===== config.mk =====
export PLATFORM = sky130hd
export DESIGN_NAME = nibreg_decoder
export DESIGN_NICKNAME = d
export VERILOG_FILES = /design/src/rtl/nibreg_pkg.sv /design/src/rtl/nibreg_cmd_decode.sv /design/src/rtl/nibreg_file.sv /design/src/rtl/nibreg_rsp_slot.sv /design/src/rtl/nibreg_decoder.sv
export SDC_FILE = /design/constraint.sdc
export NUM_CORES = 1
export LEC_CHECK = 0
export ABC_CLOCK_PERIOD_IN_PS = 5000
export BUFFER_PORTS_ARGS = -buffer_cell sky130_fd_sc_hd__buf_4
export CORE_UTILIZATION = 36
export DETAILED_ROUTE_END_ITERATION = 16
export GPL_TIMING_DRIVEN = 0
export PLACE_DENSITY = 0.62
export SYNTH_ARGS = -nofsm -noshare
export SYNTH_HDL_FRONTEND = slang
export SYNTH_SLANG_ARGS = --single-unit

===== constraint.sdc =====
create_clock -name clk -period 5 [get_ports clk]
set_input_delay 0.25 -clock clk [delete_from_list [all_inputs] [get_ports clk]]
set_output_delay 0.25 -clock clk [all_outputs]
set_load 0.03 [all_outputs]

===== src/rtl/nibreg_pkg.sv =====
// Package: shared opcode encoding and register layout for the nibble
// command decoder. Assumes an 8-bit address built from two nibbles.
package nibreg_pkg;

    localparam int ADDR_W = 8;
    localparam int DATA_W = 8;
    localparam int NIB_W  = 4;

    // Command opcodes carried in bits 7:4 of each byte
    typedef enum logic [NIB_W-1:0] {
        OP_ADR_LO   = 4'h0,
        OP_ADR_HI   = 4'h1,
        OP_DAT_LO   = 4'h2,
        OP_DAT_HI_W = 4'h3,
        OP_RD       = 4'h4,
        OP_RD_STEP  = 4'h5
    } nib_op_e;

    localparam logic [NIB_W-1:0]  OP_LAST_VALID = 4'h5;
    localparam logic [ADDR_W-1:0] ADDR_IDENT    = 8'h00;
    localparam logic [ADDR_W-1:0] ADDR_SCRATCH  = 8'h01;
    localparam logic [ADDR_W-1:0] ADDR_GP_BASE  = 8'h02;
    localparam logic [DATA_W-1:0] IDENT_VALUE   = 8'hA6;

endpackage


===== src/rtl/nibreg_cmd_decode.sv =====
// Module: splits each accepted command byte into opcode and payload,
// keeps the assembled address and the pending low data nibble, and
// raises one-cycle write and read strobes.
// Assumes cmd_fire is high only when the block can take the byte.
module nibreg_cmd_decode
    import nibreg_pkg::*;
(
    input  logic              clk,
    input  logic              rst_n,
    input  logic              cmd_fire,
    input  logic [7:0]        cmd_byte,
    output logic [ADDR_W-1:0] addr_q,
    output logic              wr_en,
    output logic [DATA_W-1:0] wr_data,
    output logic              rd_en
);

    logic [NIB_W-1:0] op;
    logic [NIB_W-1:0] nib;
    logic [NIB_W-1:0] lo_q;
    logic             rd_step;

    assign op  = cmd_byte[7:4];
    assign nib = cmd_byte[3:0];

    // Decode the strobes of the accepted command
    always_comb begin
        wr_en   = cmd_fire && (op == OP_DAT_HI_W);
        rd_en   = cmd_fire && ((op == OP_RD) || (op == OP_RD_STEP));
        rd_step = cmd_fire && (op == OP_RD_STEP);
        wr_data = {nib, lo_q};
    end

    // Assemble the address nibbles and advance after a stepping read
    always_ff @(posedge clk) begin
        if (!rst_n) begin
            addr_q <= '0;
        end else if (cmd_fire) begin
            if (op == OP_ADR_LO) begin
                addr_q[3:0] <= nib;
            end else if (op == OP_ADR_HI) begin
                addr_q[7:4] <= nib;
            end else if (rd_step) begin
                addr_q <= addr_q + 8'd1;
            end
        end
    end

    // Hold the low data nibble until a later low-data command
    always_ff @(posedge clk) begin
        if (!rst_n) begin
            lo_q <= '0;
        end else if (cmd_fire && (op == OP_DAT_LO)) begin
            lo_q <= nib;
        end
    end


    adr_lo_keeps_hi_chk: assert property (@(posedge clk) disable iff (!rst_n)
        (cmd_fire && op == OP_ADR_LO) |=>
            (addr_q[7:4] == $past(addr_q[7:4])) && (addr_q[3:0] == $past(nib)));


    adr_hi_keeps_lo_chk: assert property (@(posedge clk) disable iff (!rst_n)
        (cmd_fire && op == OP_ADR_HI) |=>
            (addr_q[3:0] == $past(addr_q[3:0])) && (addr_q[7:4] == $past(nib)));


    read_step_chk: assert property (@(posedge clk) disable iff (!rst_n)
        rd_step |=> addr_q == 8'($past(addr_q) + 8'd1));


    foreign_op_chk: assert property (@(posedge clk) disable iff (!rst_n)
        (cmd_fire && op > OP_LAST_VALID) |=> ($stable(addr_q) && $stable(lo_q)));


    lo_kept_chk: assert property (@(posedge clk) disable iff (!rst_n)
        (cmd_fire && (op == OP_ADR_LO || op == OP_ADR_HI)) |=> $stable(lo_q));

endmodule


===== src/rtl/nibreg_file.sv =====
// Module: the register file. It holds a fixed identification value, a
// scratch register and GP_COUNT general registers, each 8 bits wide.
// Assumes one write per cycle, and gives a combinational read at any address.
module nibreg_file
    import nibreg_pkg::*;
#(
    parameter int GP_COUNT = 8
) (
    input  logic              clk,
    input  logic              rst_n,
    input  logic              wr_en,
    input  logic [ADDR_W-1:0] wr_addr,
    input  logic [DATA_W-1:0] wr_data,
    input  logic [ADDR_W-1:0] rd_addr,
    output logic [DATA_W-1:0] rd_data
);

    localparam int GP_END = int'(ADDR_GP_BASE) + GP_COUNT;

    logic [DATA_W-1:0] scratch_q;
    logic [DATA_W-1:0] gp_q [GP_COUNT];

    // Scratch register: written only at its own address
    always_ff @(posedge clk) begin
        if (!rst_n) begin
            scratch_q <= '0;
        end else if (wr_en && wr_addr == ADDR_SCRATCH) begin
            scratch_q <= wr_data;
        end
    end

    // One general register for each slot
    for (genvar g = 0; g < GP_COUNT; g++) begin : g_gp
        localparam logic [ADDR_W-1:0] SLOT = 8'(int'(ADDR_GP_BASE) + g);
        logic [DATA_W-1:0] q;

        // Capture writes that address this slot
        always_ff @(posedge clk) begin
            if (!rst_n) begin
                q <= '0;
            end else if (wr_en && wr_addr == SLOT) begin
                q <= wr_data;
            end
        end

        assign gp_q[g] = q;
    end

    // Read mux: the identification value, scratch, general, or zero
    always_comb begin
        rd_data = '0;
        if (rd_addr == ADDR_IDENT) begin
            rd_data = IDENT_VALUE;
        end else if (rd_addr == ADDR_SCRATCH) begin
            rd_data = scratch_q;
        end else if (int'(rd_addr) < GP_END) begin
            for (int i = 0; i < GP_COUNT; i++) begin
                if (rd_addr == 8'(int'(ADDR_GP_BASE) + i)) begin
                    rd_data = gp_q[i];
                end
            end
        end
    end


    scratch_write_chk: assert property (@(posedge clk) disable iff (!rst_n)
        (wr_en && wr_addr == ADDR_SCRATCH) |=> scratch_q == $past(wr_data));


    scratch_hold_chk: assert property (@(posedge clk) disable iff (!rst_n)
        !(wr_en && wr_addr == ADDR_SCRATCH) |=> $stable(scratch_q));

endmodule


===== src/rtl/nibreg_rsp_slot.sv =====
// Module: a single-entry response holder with valid/ready output.
// Assumes load is only raised while the slot is free.
module nibreg_rsp_slot
    import nibreg_pkg::*;
(
    input  logic              clk,
    input  logic              rst_n,
    input  logic              load,
    input  logic [DATA_W-1:0] load_data,
    input  logic              rsp_ready,
    output logic              rsp_valid,
    output logic [DATA_W-1:0] rsp_data,
    output logic              slot_free
);

    // Fill on a read and drain on the consumer handshake
    always_ff @(posedge clk) begin
        if (!rst_n) begin
            rsp_valid <= 1'b0;
            rsp_data  <= '0;
        end else if (load) begin
            rsp_valid <= 1'b1;
            rsp_data  <= load_data;
        end else if (rsp_valid && rsp_ready) begin
            rsp_valid <= 1'b0;
        end
    end

    assign slot_free = !rsp_valid;


    load_chk: assert property (@(posedge clk) disable iff (!rst_n)
        load |=> (rsp_valid && rsp_data == $past(load_data)));


    hold_chk: assert property (@(posedge clk) disable iff (!rst_n)
        (rsp_valid && !rsp_ready) |=> (rsp_valid && $stable(rsp_data)));


    no_overwrite_chk: assert property (@(posedge clk) disable iff (!rst_n)
        rsp_valid |-> !load);

endmodule


===== src/rtl/nibreg_decoder.sv =====
// Module: the top of the nibble command decoder. It joins the command
// decoder, the register file and the response slot.
// Assumes one command byte per cycle at most, and that the host observes cmd_ready.
module nibreg_decoder
    import nibreg_pkg::*;
#(
    parameter int GP_COUNT = 8
) (
    input  logic       clk,
    input  logic       rst_n,
    input  logic       cmd_valid,
    output logic       cmd_ready,
    input  logic [7:0] cmd_data,
    output logic       rsp_valid,
    input  logic       rsp_ready,
    output logic [7:0] rsp_data
);

    logic              cmd_fire;
    logic              slot_free;
    logic [ADDR_W-1:0] cur_addr;
    logic              wr_en;
    logic              rd_en;
    logic [DATA_W-1:0] wr_data;
    logic [DATA_W-1:0] rd_data;

    // Take a command only when a read could land in the slot
    assign cmd_ready = slot_free;
    assign cmd_fire  = cmd_valid && cmd_ready;

    nibreg_cmd_decode u_dec (
        .clk      (clk),
        .rst_n    (rst_n),
        .cmd_fire (cmd_fire),
        .cmd_byte (cmd_data),
        .addr_q   (cur_addr),
        .wr_en    (wr_en),
        .wr_data  (wr_data),
        .rd_en    (rd_en)
    );

    nibreg_file #(.GP_COUNT(GP_COUNT)) u_file (
        .clk     (clk),
        .rst_n   (rst_n),
        .wr_en   (wr_en),
        .wr_addr (cur_addr),
        .wr_data (wr_data),
        .rd_addr (cur_addr),
        .rd_data (rd_data)
    );

    nibreg_rsp_slot u_slot (
        .clk       (clk),
        .rst_n     (rst_n),
        .load      (rd_en),
        .load_data (rd_data),
        .rsp_ready (rsp_ready),
        .rsp_valid (rsp_valid),
        .rsp_data  (rsp_data),
        .slot_free (slot_free)
    );


    ident_read_chk: assert property (@(posedge clk) disable iff (!rst_n)
        (rd_en && cur_addr == ADDR_IDENT) |=> rsp_data == IDENT_VALUE);


    stall_chk: assert property (@(posedge clk) disable iff (!rst_n)
        (rsp_valid && !rsp_ready && cmd_valid) |=> $stable(cur_addr));

endmodule


Yosys cells after proc, flatten, opt, wreduce, memory -nomap -nowiden
Cells that the tools add are included.
- bitwise logic cells: 1
- multiplexer cells: 17
- $lt $le $gt $ge: 1
- eq/ne operators: 15
- reduce and logical (&&, ||, !) cells: 24
- $add $sub $neg: 1
- operators by type and width (cell ; number):
    two-way mux 8 bit ; 12
    equality test 8 x 3 -> 1 bit, second input constant ; 4
    equality test 8 x 2 -> 1 bit, second input constant ; 2
    equality test 8 x 4 -> 1 bit, second input constant ; 2
    logical AND 1 bit ; 15
    two-way mux 4 bit ; 3
    adder 8 x 1 -> 8 bit, second input constant ; 1
    equality test 4 x 2 -> 1 bit, second input constant ; 2
    equality test 4 x 3 -> 1 bit, second input constant ; 2
    equality test 8 x 1 -> 1 bit, second input constant ; 1
    zero test 8 bit ; 1
    less-than comparator 8 x 4 -> 1 bit, second input constant ; 1
    AND reduction 3 bit ; 2
    nonzero test 2 bit ; 3
    equality test 4 x 1 -> 1 bit, second input constant ; 1
    zero test 4 bit ; 1
    two-way mux 1 bit ; 2
    inequality test 2 x 1 -> 1 bit, second input constant ; 1
    zero test 1 bit ; 1
    logical OR 1 bit ; 1
    inverter 1 bit ; 1
- output and inout port bits: 10
- input port bits: 12
- word-level logic and storage cells: 73
- bits in registers: 93

Depth between registers and ports, before layout
Gate-level depths: netlist of run 1.
- depth in word-level cells: 12
- mapped depth: 9

By module
A second synthesis of run 1 with hierarchy kept.
- cells, all modules: 506
- area total of the unflattened synthesis: 4673.2 sq um
- by module, submodules not included (module ; area an instance (sq um) ; times used ; cells an instance):
    nibreg_file ; 3569.7 ; 1 ; 390
    nibreg_cmd_decode ; 758.2 ; 1 ; 86
    nibreg_rsp_slot ; 339.1 ; 1 ; 29
    nibreg_decoder ; 6.3 ; 1 ; 1

Worst setup path after synthesis of run 1
No wires, ideal clock.
- kind: flip-flop to flip-flop
- start: register u_slot.rsp_valid
- end: register u_slot.rsp_data[7]
- period minus slack after synthesis: 2.007 ns
- arrival: 1.889 ns
- setup slack: 2.993 ns
- stages on the path, launching flop included: 6
- buffers on the path: 0
- required time: 4.883 ns
- path through: dfxtp_1 nor4b_1 nand2_1 a221oi_1 o221ai_1 o2111a_1
- cells in the longest elaborated chain, start to end: 3
- RTL lines (item ; line ; RTL):
    start: declaration ; nibreg_rsp_slot.sv:11 ; output logic rsp_valid,
    start signal: assignment ; nibreg_rsp_slot.sv:19 ; rsp_valid <= 1'b0;
    start signal: assignment ; nibreg_rsp_slot.sv:22 ; rsp_valid <= 1'b1;
    start signal: assignment ; nibreg_rsp_slot.sv:25 ; rsp_valid <= 1'b0;
    zero test 1 bit ; nibreg_rsp_slot.sv:29 ; assign slot_free = !rsp_valid;
    logical AND 1 bit ; nibreg_decoder.sv:29 ; assign cmd_fire = cmd_valid && cmd_ready;
    logical AND 1 bit ; nibreg_cmd_decode.sv:29 ; rd_en = cmd_fire && ((op == OP_RD) || (op == OP_RD_STEP));
    end signal: assignment ; nibreg_rsp_slot.sv:23 ; rsp_data <= load_data;
    end: declaration ; nibreg_rsp_slot.sv:12 ; output logic [DATA_W-1:0] rsp_data,
Every way passes these cells.
A chain may end at the register's enable or synchronous reset.

Final worst setup path of run 1
- start: register u_dec.addr_q[1]
- end: register u_file.g_gp[3].q[0]
- cells in the longest elaborated chain, start to end: 2
- RTL lines (item ; line ; RTL):
    start: declaration ; nibreg_cmd_decode.sv:12 ; output logic [ADDR_W-1:0] addr_q,
    start signal: assignment ; nibreg_cmd_decode.sv:40 ; addr_q[3:0] <= nib;
    start signal: assignment ; nibreg_cmd_decode.sv:44 ; addr_q <= addr_q + 8'd1;
    equality test 8 x 3 -> 1 bit ; nibreg_file.sv:41 ; end else if (wr_en && wr_addr == SLOT) begin
    logical AND 1 bit ; nibreg_file.sv:41 ;
    end signal: assignment ; nibreg_file.sv:42 ; q <= wr_data;
    end: declaration ; nibreg_file.sv:35 ; logic [DATA_W-1:0] q;
Every way passes these cells.

==> impl_metrics.env, run 1 <==
export IMPL_status="finished, final reports clean"
export IMPL_async_flop_share_pct=0
export IMPL_detailedRoute_firstPassIterationCount=5
export IMPL_synth_top_family_by_area="compound AO/OA/AOI/OAI gates"
export IMPL_critPathLaunch="u_dec.addr_q[1]"
export IMPL_leakagePower_nw=1.791
export IMPL_fin_crit_ps=2730
export IMPL_ctsHoldBuffers=0
export IMPL_area_delta_synth_final_pct=15.06
export IMPL_synthCells=544
export IMPL_max_freq_ghz=0.3664
export IMPL_clkLatencyLatePin_ps=340
export IMPL_dp_hpwl_mm=10.20
export IMPL_cts_root_buf="clkbuf_16"
export IMPL_p_clk_share_pct=47.7
export IMPL_crit_fanout=10
export IMPL_setup_tns_ps=0
export IMPL_cts_tree="built"
export IMPL_vias=4328
export IMPL_clk_pin_slew_ps=70
export IMPL_ys_ff_latch=93
export IMPL_drv_slew=0
export IMPL_route_detailed_drc=0
export IMPL_first_global_vias=4094
export IMPL_worstSetupEndpointType="flip-flop"
export IMPL_maxSlewHeadroom_pct=39.10
export IMPL_ir_drop_v=0.0001526
export IMPL_cts_max_level=3
export IMPL_dieArea_um2=13010
export IMPL_synth_top_area_share_pct=41.20
export IMPL_core_area_um2=12110
export IMPL_finClkSkew_ps=5.384
export IMPL_setup_viol_count_final=0
export IMPL_dp_slack_ps=2342
export IMPL_critPathRequiredTime_ps=5240
export IMPL_switching_power_w=0.0003561
export IMPL_synth_compound_area_share_pct=28.27
export IMPL_regArea_um2=1862
export IMPL_synthAdderAreaFrac_pct=1.107
export IMPL_fin_ws_ps=2270
export IMPL_seqPwrFrac_pct=46.4
export IMPL_hold_violations=0
export IMPL_floorplan_initialDensity_pct=37.31
export IMPL_synthXorXnorAreaFrac_pct=0.1938
export IMPL_synth_seq_area_share_pct=41.20
export IMPL_initialDrtViolationCount=424
export IMPL_diodes=0
export IMPL_combPwrFrac_pct=6.0
export IMPL_cts_setup_buffers=0
export IMPL_nFillCells=1234
export IMPL_multiInputGateArea_um2=2426
export IMPL_die_h_um=114.0
export IMPL_rows=40
export IMPL_grt_usage_pct=22.29
export IMPL_routed_wl_mm=13.75
export IMPL_syn_area_per_cell_um2=8.308
export IMPL_rsz0062_at_grt="false"
export IMPL_worst_pin_slew_ps=900.9
export IMPL_synth_simple_area_share_pct=21.54
export IMPL_clock_sinks=93
export IMPL_viasPerCell=5.809
export IMPL_nets=589
export IMPL_hp_class="in2reg"
export IMPL_yosys_warnings=0
export IMPL_grt_pass1_wl_mm=22.07
export IMPL_power_density_nw_per_um2=309.8
export IMPL_synth_cell_types=57
export IMPL_synth_nets=560
export IMPL_clock_path_buffers=2
export IMPL_antenna_found_initial=0
export IMPL_yosys_top_cells_area="dfxtp_1 41%, a31o_2 8.7%, nor2_1 6.3%"
export IMPL_fin_crit_sh_pct=54.59
export IMPL_critPathKind="reg2reg"
export IMPL_synthMuxAreaShare_pct=2.436
export IMPL_ctsResizeCount=0
export IMPL_antenna_left=0
export IMPL_ys_flop_type="dfxtp_1"
export IMPL_start_kind="flip-flop"
export IMPL_maxCapViolCount=0
export IMPL_synth_top_area_cell="dfxtp_1"
export IMPL_ios=22
export IMPL_grt_max_degree=15
export IMPL_grt_ovfl_total=0
export IMPL_switching_share_pct=22.10
export IMPL_p_int_w=0.001255
export IMPL_cts_inserted_buffers=9
export IMPL_synth_edf_count=0
export IMPL_synth_cell_area_um2=4519
export IMPL_min_from="rsp_ready"
export IMPL_routabilityCongestion=0.8742
export IMPL_drive_above_1_share_pct=17.16
export IMPL_post_drt_wl_per_cell_um=18.46
export IMPL_cp_arrival_ps=2970
export IMPL_reg2reg_from="u_dec.addr_q[1]"
export IMPL_portBuffers=18
export IMPL_die_w_um=114.0
==> final timing paths <==
| path | depth (start not counted) | to | slack [ps] |
|---|---|---|---|
| setup / recovery | 7 | u_file.g_gp[3].q[0] | 2270 |
| hold / removal | 3 | u_slot.rsp_valid | 160 |
| setup reg to reg | 7 | u_file.g_gp[3].q[0] | 2270 |
| hold reg to reg | 2 | u_file.g_gp[5].q[1] | 470 |
==> stage by stage <==
stage / total power, W / std cells / cell area, µm² / hold WS (ps) / util (%)
after floorplan: 0.0008199 / 544 / 4519 / 393.9 / -
after global placement: 0.0008548 / 730 / 4865 / 450.9 / 40.17
after detailed placement: 0.0008564 / 730 / 4865 / 459.7 / 40.17
after CTS: 0.001614 / 745 / 5194 / 158.6 / 42.88
after global routing: 0.001659 / 745 / 5200 / 175.4 / 42.93
final: 0.001611 / 745 / 5200 / 161.7 / 42.93
==> layout by cell type (no fill, tap or decap), types with 6 or more instances in the layout <==
cell type  netlist  routed
nand3_1         38      38
a22oi_1          8       8
mux2i_1         11      11
buf_4            2      20
nor2_1          76      76
o221ai_1         7       7
nor2b_1          9       9
a221oi_1         9       9
a211oi_1        12      12
nand2_1         44      44
a31o_2          45      45
dfxtp_1         93      93
nor3_1           6       6
a21oi_1         19      19
clkbuf_1        29      30
clkbuf_16        0       9
o21ai_0         37      37
buf_2            7       7
inv_1           13      13
==> worst max-delay path, cell delays in order, from the launching register on <==
cell,delay (ps)
dfxtp_1,410
inv_1,180
ha_1,200
clkbuf_1,370
buf_1,450
nand3_1,360
clkbuf_1,330
a31o_2,310
==> cell families after synthesis <==
| family | Yosys count |
|---|---|
| flops | 93 |
| buf+inv | 57 |
| simple gates | 205 |
| xor+xnor | 1 |
| fa+ha+maj | 4 |
| compound gates | 173 |
| mux | 11 |
==> sequential cells by signal (all words and copies together) (netlist names) <==
register,cells
u_slot.rsp_data,8
u_slot.rsp_valid,1
u_file.scratch_q,8
u_file.g_gp.q,64
u_dec.lo_q,4
u_dec.addr_q,8
==> layout make-up <==
cell class,count,share of cell area [%]
inverters,13,0.9384
multi-input cells,394,46.66
well taps,168,4.042
clock buffers,10,4.403
clock inverters,5,1.925
plain buffers,44,3.633
flip-flops and latches,93,35.80
repair buffers,18,2.599
==> synth_stat cells, types with 3 or more instances <==
master,number
ha_1,4
nand4_1,3
mux2i_1,11
clkbuf_1,29
o2bb2ai_1,4
a21oi_1,19
nand3b_1,3
nand2_1,44
and2_1,3
o22ai_1,4
o21a_1,5
a211oi_1,12
nor2_1,76
buf_2,7
a221o_1,3
nand2b_1,5
nor2b_1,9
a31oi_1,4
nor4b_1,3
a221oi_1,9
buf_1,5
inv_1,13
a22oi_1,8
o21ai_0,37
o221ai_1,7
nor3_1,6
dfxtp_1,93
a31o_2,45
nand3_1,38
==> per-layer routing <==
layer	GRT usage [%]	vias to the layer above	wire, µm
met5	0	-	0
met4	9.091	0	300
met3	3.773	27	986
met2	34.02	185	6166
met1	31.14	2064	6300
li1	-	2052	-
==> power by group through the flow <==
| stage | combinational, W | sequential, W | clock (W) |
|---|---|---|---|
| after floorplan | 0.0000542 | 0.000766 | 0 |
| after global placement | 0.0000916 | 0.000763 | 0 |
| after detailed placement | 0.0000931 | 0.000763 | 0 |
| after CTS | 0.0000935 | 0.000747 | 0.000774 |
| after global routing | 0.000103 | 0.000747 | 0.000809 |
| final | 0.0000961 | 0.000747 | 0.000768 |
Power figures use the tool's default switching activity.
==> inputs of run 2 (changes only) <==
--- a/config.mk
+++ b/config.mk
@@ -5,12 +5,12 @@
 export SDC_FILE = /design/constraint.sdc
 export NUM_CORES = 1
 export LEC_CHECK = 0
-export ABC_CLOCK_PERIOD_IN_PS = 5000
+export ABC_CLOCK_PERIOD_IN_PS = 2400
 export BUFFER_PORTS_ARGS = -buffer_cell sky130_fd_sc_hd__buf_4
 export CORE_UTILIZATION = 36
 export DETAILED_ROUTE_END_ITERATION = 16
 export GPL_TIMING_DRIVEN = 0
-export PLACE_DENSITY = 0.62
+export PLACE_DENSITY = 0.63
 export SYNTH_ARGS = -nofsm -noshare
 export SYNTH_HDL_FRONTEND = slang
 export SYNTH_SLANG_ARGS = --single-unit
==> constraint.sdc (replaced) <==
create_clock -name clk -period 2.4 [get_ports clk]
set_input_delay 0.12 -clock clk [delete_from_list [all_inputs] [get_ports clk]]
set_output_delay 0.12 -clock clk [all_outputs]
set_load 0.03 [all_outputs]
==> run 2 against run 1 <==
Wire length shrank 0.80%. Final cell count is the same. Worst setup slack lost 2200 ps. Largest power group unchanged. Non-clock buffer count shrank 1. Clock skew is essentially flat. First-iteration DRC count shrank 7.5%. Sequential share of layout area shrank 0.17 points. Clock power grew 110%. Largest cell class unchanged. Highest routed layer unchanged.
==> impl_metrics.env, run 2 (synthesized netlist as in run 1, its figures left out) <==
export IMPL_core_area_um2=12110
export IMPL_viasPerCell=5.847
export IMPL_worst_pin_slew_ps=758.3
export IMPL_final_cell_mix="92 x dfxtp_1, 76 x nor2_1, 45 x a31o_2"
export IMPL_total_power_w=0.003352
export IMPL_cts_root_buf="clkbuf_16"
export IMPL_setup_viol_count_final=0
export IMPL_drive_above_1_share_pct=20.10
export IMPL_finClkSkew_ps=5.436
export IMPL_floorplan_initialDensity_pct=37.31
export IMPL_leakagePower_nw=1.831
export IMPL_antenna_left=0
export IMPL_fin_crit_sh_pct=99.01
export IMPL_fin_crit_ps=2376
export IMPL_reg2reg_from="u_dec.addr_q[5]"
export IMPL_post_drt_wl_per_cell_um=18.31
export IMPL_antenna_found_initial=0
export IMPL_grt_max_degree=16
export IMPL_clk_pin_slew_ps=70
export IMPL_maxSlewHeadroom_pct=49.02
export IMPL_diodes=0
export IMPL_portBuffers=18
export IMPL_ctsHoldBuffers=0
export IMPL_power_density_nw_per_um2=641.1
export IMPL_rsz0062_at_grt="true"
export IMPL_detailedRoute_firstPassIterationCount=5
export IMPL_min_from="rsp_ready"
export IMPL_crit_fanout=10
export IMPL_largest_register="u_file.g_gp.q"
export IMPL_worst_path_buf_inv=2
export IMPL_dieArea_um2=13010
export IMPL_ir_drop_v=0.0003247
export IMPL_vias=4356
export IMPL_hp_class="in2reg"
export IMPL_die_w_um=114.0
export IMPL_max_freq_ghz=0.4208
export IMPL_grt_usage_pct=22.19
export IMPL_routabilityCongestion=0.8731
export IMPL_cts_setup_buffers=0
export IMPL_cts_inserted_buffers=9
export IMPL_grt_pass1_wl_mm=22.10
export IMPL_critPathKind="reg2reg"
export IMPL_r2r_slack_ps=20
export IMPL_critPathRequiredTime_ps=2640
export IMPL_cpMaxStageDelayCell="or4_1"
export IMPL_drv_slew=0
export IMPL_routed_wl_mm=13.64
export IMPL_ios=22
export IMPL_first_global_vias=4137
export IMPL_holdPathEnd="u_slot.rsp_valid"
export IMPL_hold_violations=0
export IMPL_place_inst=730
export IMPL_timing_rr_end="u_file.g_gp[0].q[5]"
export IMPL_crit_chain="or4_1 -> buf_2 -> nor3_4 -> nand3_1 -> buf_2 -> a31o_2"
export IMPL_area_delta_synth_final_pct=15.70
export IMPL_clock_sinks=93
export IMPL_clock_path_buffers=2
export IMPL_critPathMaxStageDelay_ps=570
export IMPL_final_common_cell="dfxtp_1"
export IMPL_fin_cells=745
export IMPL_route_detailed_drc=0
export IMPL_rows=40
export IMPL_hold_slack_ps=27.86
export IMPL_worstSetupEndpointType="flip-flop"
export IMPL_initialDrtViolationCount=392
export IMPL_cp_arrival_ps=2620
export IMPL_cpMostUsedCell="buf_2"
export IMPL_hold_depth=3
export IMPL_largest_reg_flops=64
export IMPL_status="finished, final reports clean"
export IMPL_dp_hpwl_mm=10.07
export IMPL_die_h_um=114.0
export IMPL_start_kind="flip-flop"
export IMPL_grt_ovfl_total=0
export IMPL_critPathTopFamily="simple AND/OR/NAND/NOR gates"
export IMPL_ff2ff_path_depth=6
export IMPL_clkLatencyLatePin_ps=350
export IMPL_cts_max_level=3
export IMPL_maxCapViolCount=0
export IMPL_cts_tree="built"
export IMPL_nets=588
==> run 2: cell types whose count changed in the layout (fill, tap and decap cells not counted), sizes merged <==
cell	change
clkinv	+1
bufinv	-1
==> run 2: area by class of cell <==
class	instances	area, µm²
Inverter	13	48.80
Fill cell	1240	6883
Multi-Input combinational cell	394	2437
Timing Repair Buffer	19	140.1
Buffer	42	193.9
Tap cell	168	210.2
Sequential cell	93	1863
Clock inverter	5	82.58
Clock buffer	11	252.7
==> run 2: routing by layer <==
layer / global-route usage (%) / wire length (µm) / up-vias
met2: 34.75 / 6214 / 182
met4: 9.177 / 325 / 0
met5: 0 / 0 / -
li1: - / - / 2056
met1: 30.30 / 6132 / 2092
met3: 3.666 / 971 / 26
==> run 2: tightest hold or removal path, cell delays in order <==
cell	delay (ps)
buf_4	70
nand2b_1	80
a21oi_1	60
==> run 2: report_power, final <==
group,switching (W),leakage (nW),internal (W)
Clock,0.000623,0.166,0.000971
Sequential,0.00000646,0.750,0.00155
Combinational,0.000143,0.915,0.0000588
Total,0.000773,1.83,0.00258
==> run 2: worst max-delay path by stage <==
| stage | end | depth (start not counted) | slack [ps] | from |
|---|---|---|---|---|
| 6_report | u_file.g_gp[0].q[5] | 6 | 20 | u_dec.addr_q[5] |
| 5_1_grt | u_file.g_gp[1].q[6] | 6 | -80 | u_dec.addr_q[6] |
| 4_1_cts | u_file.g_gp[1].q[6] | 6 | 40 | u_dec.addr_q[5] |
| 3_5_place_dp | u_file.g_gp[3].q[0] | 7 | -230 | u_dec.addr_q[1] |
| 3_3_place_gp | u_file.g_gp[3].q[5] | 7 | -190 | u_dec.addr_q[1] |
| 2_1_floorplan | u_slot.rsp_data[7] | 5 | 390 | u_slot.rsp_valid |
==> run 2: through the flow <==
step / setup WS [ps] / utilization [%] / instance area, µm² / TNS [ps]
2_1_floorplan: 393.3 / - / 4519 / 0
3_3_place_gp: -188.6 / 40.17 / 4865 / -3586
3_5_place_dp: -232.4 / 40.17 / 4865 / -4321
4_1_cts: 43.51 / 43.09 / 5219 / 0
5_1_grt: -80.24 / 43.17 / 5229 / -959.6
6_report: 23.82 / 43.17 / 5229 / 0
==> run 2: repair_timing <==
action	CTS	global route
cloned	0	0
setup endpoints to repair	32	51
hold endpoints to repair	0	0
resized for setup	10	8
==> inputs of run 3 (changes only) <==
--- a/config.mk
+++ b/config.mk
@@ -5,11 +5,13 @@
 export SDC_FILE = /design/constraint.sdc
 export NUM_CORES = 1
 export LEC_CHECK = 0
-export ABC_CLOCK_PERIOD_IN_PS = 2400
+export ABC_CLOCK_PERIOD_IN_PS = 1900
 export BUFFER_PORTS_ARGS = -buffer_cell sky130_fd_sc_hd__buf_4
+export CORE_ASPECT_RATIO = 1.75
 export CORE_UTILIZATION = 36
 export DETAILED_ROUTE_END_ITERATION = 16
 export GPL_TIMING_DRIVEN = 0
+export MAX_ROUTING_LAYER = met4
 export PLACE_DENSITY = 0.63
 export SYNTH_ARGS = -nofsm -noshare
 export SYNTH_HDL_FRONTEND = slang
==> constraint.sdc (replaced) <==
create_clock -name clk -period 1.9 [get_ports clk]
set_input_delay 0.095 -clock clk [delete_from_list [all_inputs] [get_ports clk]]
set_output_delay 0.095 -clock clk [all_outputs]
set_load 0.03 [all_outputs]
==> run 3 against run 2 <==
The run now ends with negative setup slack left. Global-route usage is 4.1 points higher. Utilization is 8.4 points higher. Critical path depth is 2 higher. Flip-flop and latch count stayed put. Clock power is 25% higher. Worst hold slack worse by 18 ps. Sequential share of layout area is 5.6 points lower. Clock-buffer cell count is 1 lower. Non-clock buffer count is 25 higher. First-iteration DRC count is 7.9% higher. Combinational power is 68% higher. Largest cell class unchanged. Highest routed layer unchanged.
==> impl_metrics.env, run 3 (synthesized netlist as in run 1, its figures left out) <==
export IMPL_first_global_vias=4423
export IMPL_crit_fanout=10
export IMPL_vias=4609
export IMPL_crit_chain="inv_1 -> ha_4 -> clkbuf_8 -> nor2_1 -> a211oi_1 -> a21oi_1 -> o221ai_1 -> o2111a_1"
export IMPL_leakagePower_nw=2.168
export IMPL_worst_pin_slew_ps=1242
export IMPL_routed_wl_mm=16.52
export IMPL_start_kind="flip-flop"
export IMPL_fin_crit_ps=2075
export IMPL_critPathTopFamily="compound AO/OA/AOI/OAI gates"
export IMPL_fin_cells=767
export IMPL_rows=53
export IMPL_fin_util_pct=51.55
export IMPL_drv_slew=0
export IMPL_post_drt_wl_per_cell_um=21.54
export IMPL_maxSlewHeadroom_pct=16.45
export IMPL_ios=22
export IMPL_dp_hpwl_mm=11.32
export IMPL_clk_pin_slew_ps=70
export IMPL_critPathKind="reg2reg"
export IMPL_critPathRequiredTime_ps=2200
export IMPL_maxCapViolCount=0
export IMPL_clock_sinks=93
export IMPL_fin_ws_ps=-174.5
export IMPL_hp_class="in2reg"
export IMPL_cts_root_buf="clkbuf_16"
export IMPL_die_h_um=150.2
export IMPL_clock_path_buffers=2
export IMPL_drive_above_1_share_pct=35.05
export IMPL_clkLatencyLatePin_ps=360
export IMPL_antenna_left=0
export IMPL_cts_inserted_buffers=9
export IMPL_place_inst=727
export IMPL_final_common_cell="dfxtp_1"
export IMPL_setup_viol_count_final=42
export IMPL_cts_max_level=3
export IMPL_cts_tree="built"
export IMPL_grt_pass1_wl_mm=24.38
export IMPL_max_freq_ghz=0.4820
export IMPL_final_cell_mix="86 x dfxtp_1, 72 x nor2_1, 43 x nand2_1, 43 x buf_4, 27 x o21ai_0"
export IMPL_critPathMaxStageDelay_ps=400
export IMPL_route_detailed_drc=0
export IMPL_cpMaxStageDelayCell="a211oi_1"
export IMPL_portBuffers=18
export IMPL_violations="negative setup slack"
export IMPL_nets=613
export IMPL_rsz0062_at_grt="true"
export IMPL_status="finished with violations"
export IMPL_core_area_um2=12140
export IMPL_detailedRoute_firstPassIterationCount=5
export IMPL_worst_path_buf_inv=2
export IMPL_cp_arrival_ps=2380
export IMPL_diodes=0
export IMPL_ctsHoldBuffers=0
export IMPL_largest_register="u_file.g_gp.q"
export IMPL_area_delta_synth_final_pct=38.43
export IMPL_grt_max_degree=17
export IMPL_die_w_um=86.70
export IMPL_viasPerCell=6.009
export IMPL_dieArea_um2=13020
export IMPL_largest_reg_flops=64
export IMPL_initialDrtViolationCount=423
export IMPL_floorplan_initialDensity_pct=37.24
export IMPL_fin_crit_sh_pct=109.2
export IMPL_routabilityCongestion=0.9131
export IMPL_ir_drop_v=0.0005263
export IMPL_finClkSkew_ps=8.864
export IMPL_antenna_found_initial=0
export IMPL_grt_usage_pct=26.29
export IMPL_power_density_nw_per_um2=685.6
export IMPL_grt_ovfl_total=0
export IMPL_hold_violations=0
export IMPL_worstSetupEndpointType="flip-flop"
## run 3: cell types whose count changed in the layout (fill, tap and decap cells not counted), sizes merged
cell      before  now
clkbuf        39   30
clkinvlp       0    3
buf           33   66
clkinv         3    1
## run 3: stage by stage
| step | total power (W) | hold WS (ps) | area, µm² | worst slack (ps) | setup TNS (ps) |
|---|---|---|---|---|---|
| after floorplan | 0.002161 | 238.9 | 4573 | -20.02 | -148.1 |
| after global placement | 0.002266 | 365.8 | 4915 | -686.3 | -25260 |
| after detailed placement | 0.002269 | 372.8 | 4915 | -681.3 | -27560 |
| after CTS | 0.004258 | 16.63 | 5734 | -129.2 | -2419 |
| after global routing | 0.004374 | 27.93 | 6256 | -249.9 | -5574 |
| final | 0.004289 | 10.01 | 6256 | -174.5 | -2369 |
## run 3: layout make-up
cell class / instances / area (µm²)
fillers: 1062 / 5879
clock buffers: 10 / 229.0
multi-input cells: 394 / 3019
inverters: 13 / 52.55
well taps: 165 / 206.4
plain buffers: 38 / 300.3
repair buffers: 48 / 473.0
clock inverters: 6 / 95.09
flip-flops and latches: 93 / 1881
## run 3: what timing repair did
action / in CTS / in global routing
pin swaps: 20 / 39
endpoints found under the setup margin: 82 / 76
cloned: 2 / 3
gates resized for setup: 86 / 86
buffers inserted: 13 / 13
## run 3: power by group
group	total, W	internal, W	switching, W
clock network	0.00199	0.00117	0.000824
registers	0.00196	0.00195	0.00000985
logic	0.000339	0.000107	0.000232
total	0.00429	0.00322	0.00106
## run 3: worst paths after layout
| path | from | endpoint | slack (ps) | cells past startpoint |
|---|---|---|---|---|
| worst max register to register | u_dec.addr_q[0] | u_slot.rsp_data[7] | -170 | 8 |
| worst max-delay path | u_dec.addr_q[0] | u_slot.rsp_data[7] | -170 | 8 |
| worst min-delay path | rsp_ready | u_slot.rsp_valid | 10 | 3 |
| worst min register to register | u_file.g_gp[5].q[5] | u_file.g_gp[5].q[5] | 470 | 2 |
## run 3: worst register-to-register path, stage by stage, from the launching register on
cell and delay [ps]:
dfxtp_2 350, inv_1 160, ha_4 250, clkbuf_8 220, nor2_1 120, a211oi_1 400
a21oi_1 130, o221ai_1 200, o2111a_1 200
## run 3: per-layer routing
metal / vias up / global-route usage [%] / share of wire [%]
met3: 92 / 4.221 / 4.3
li1: 2109 / - / -
met1: 2231 / 25.63 / 36
met2: 177 / 45.48 / 51
met4: 0 / 21.17 / 8.7
met5: - / - / 0
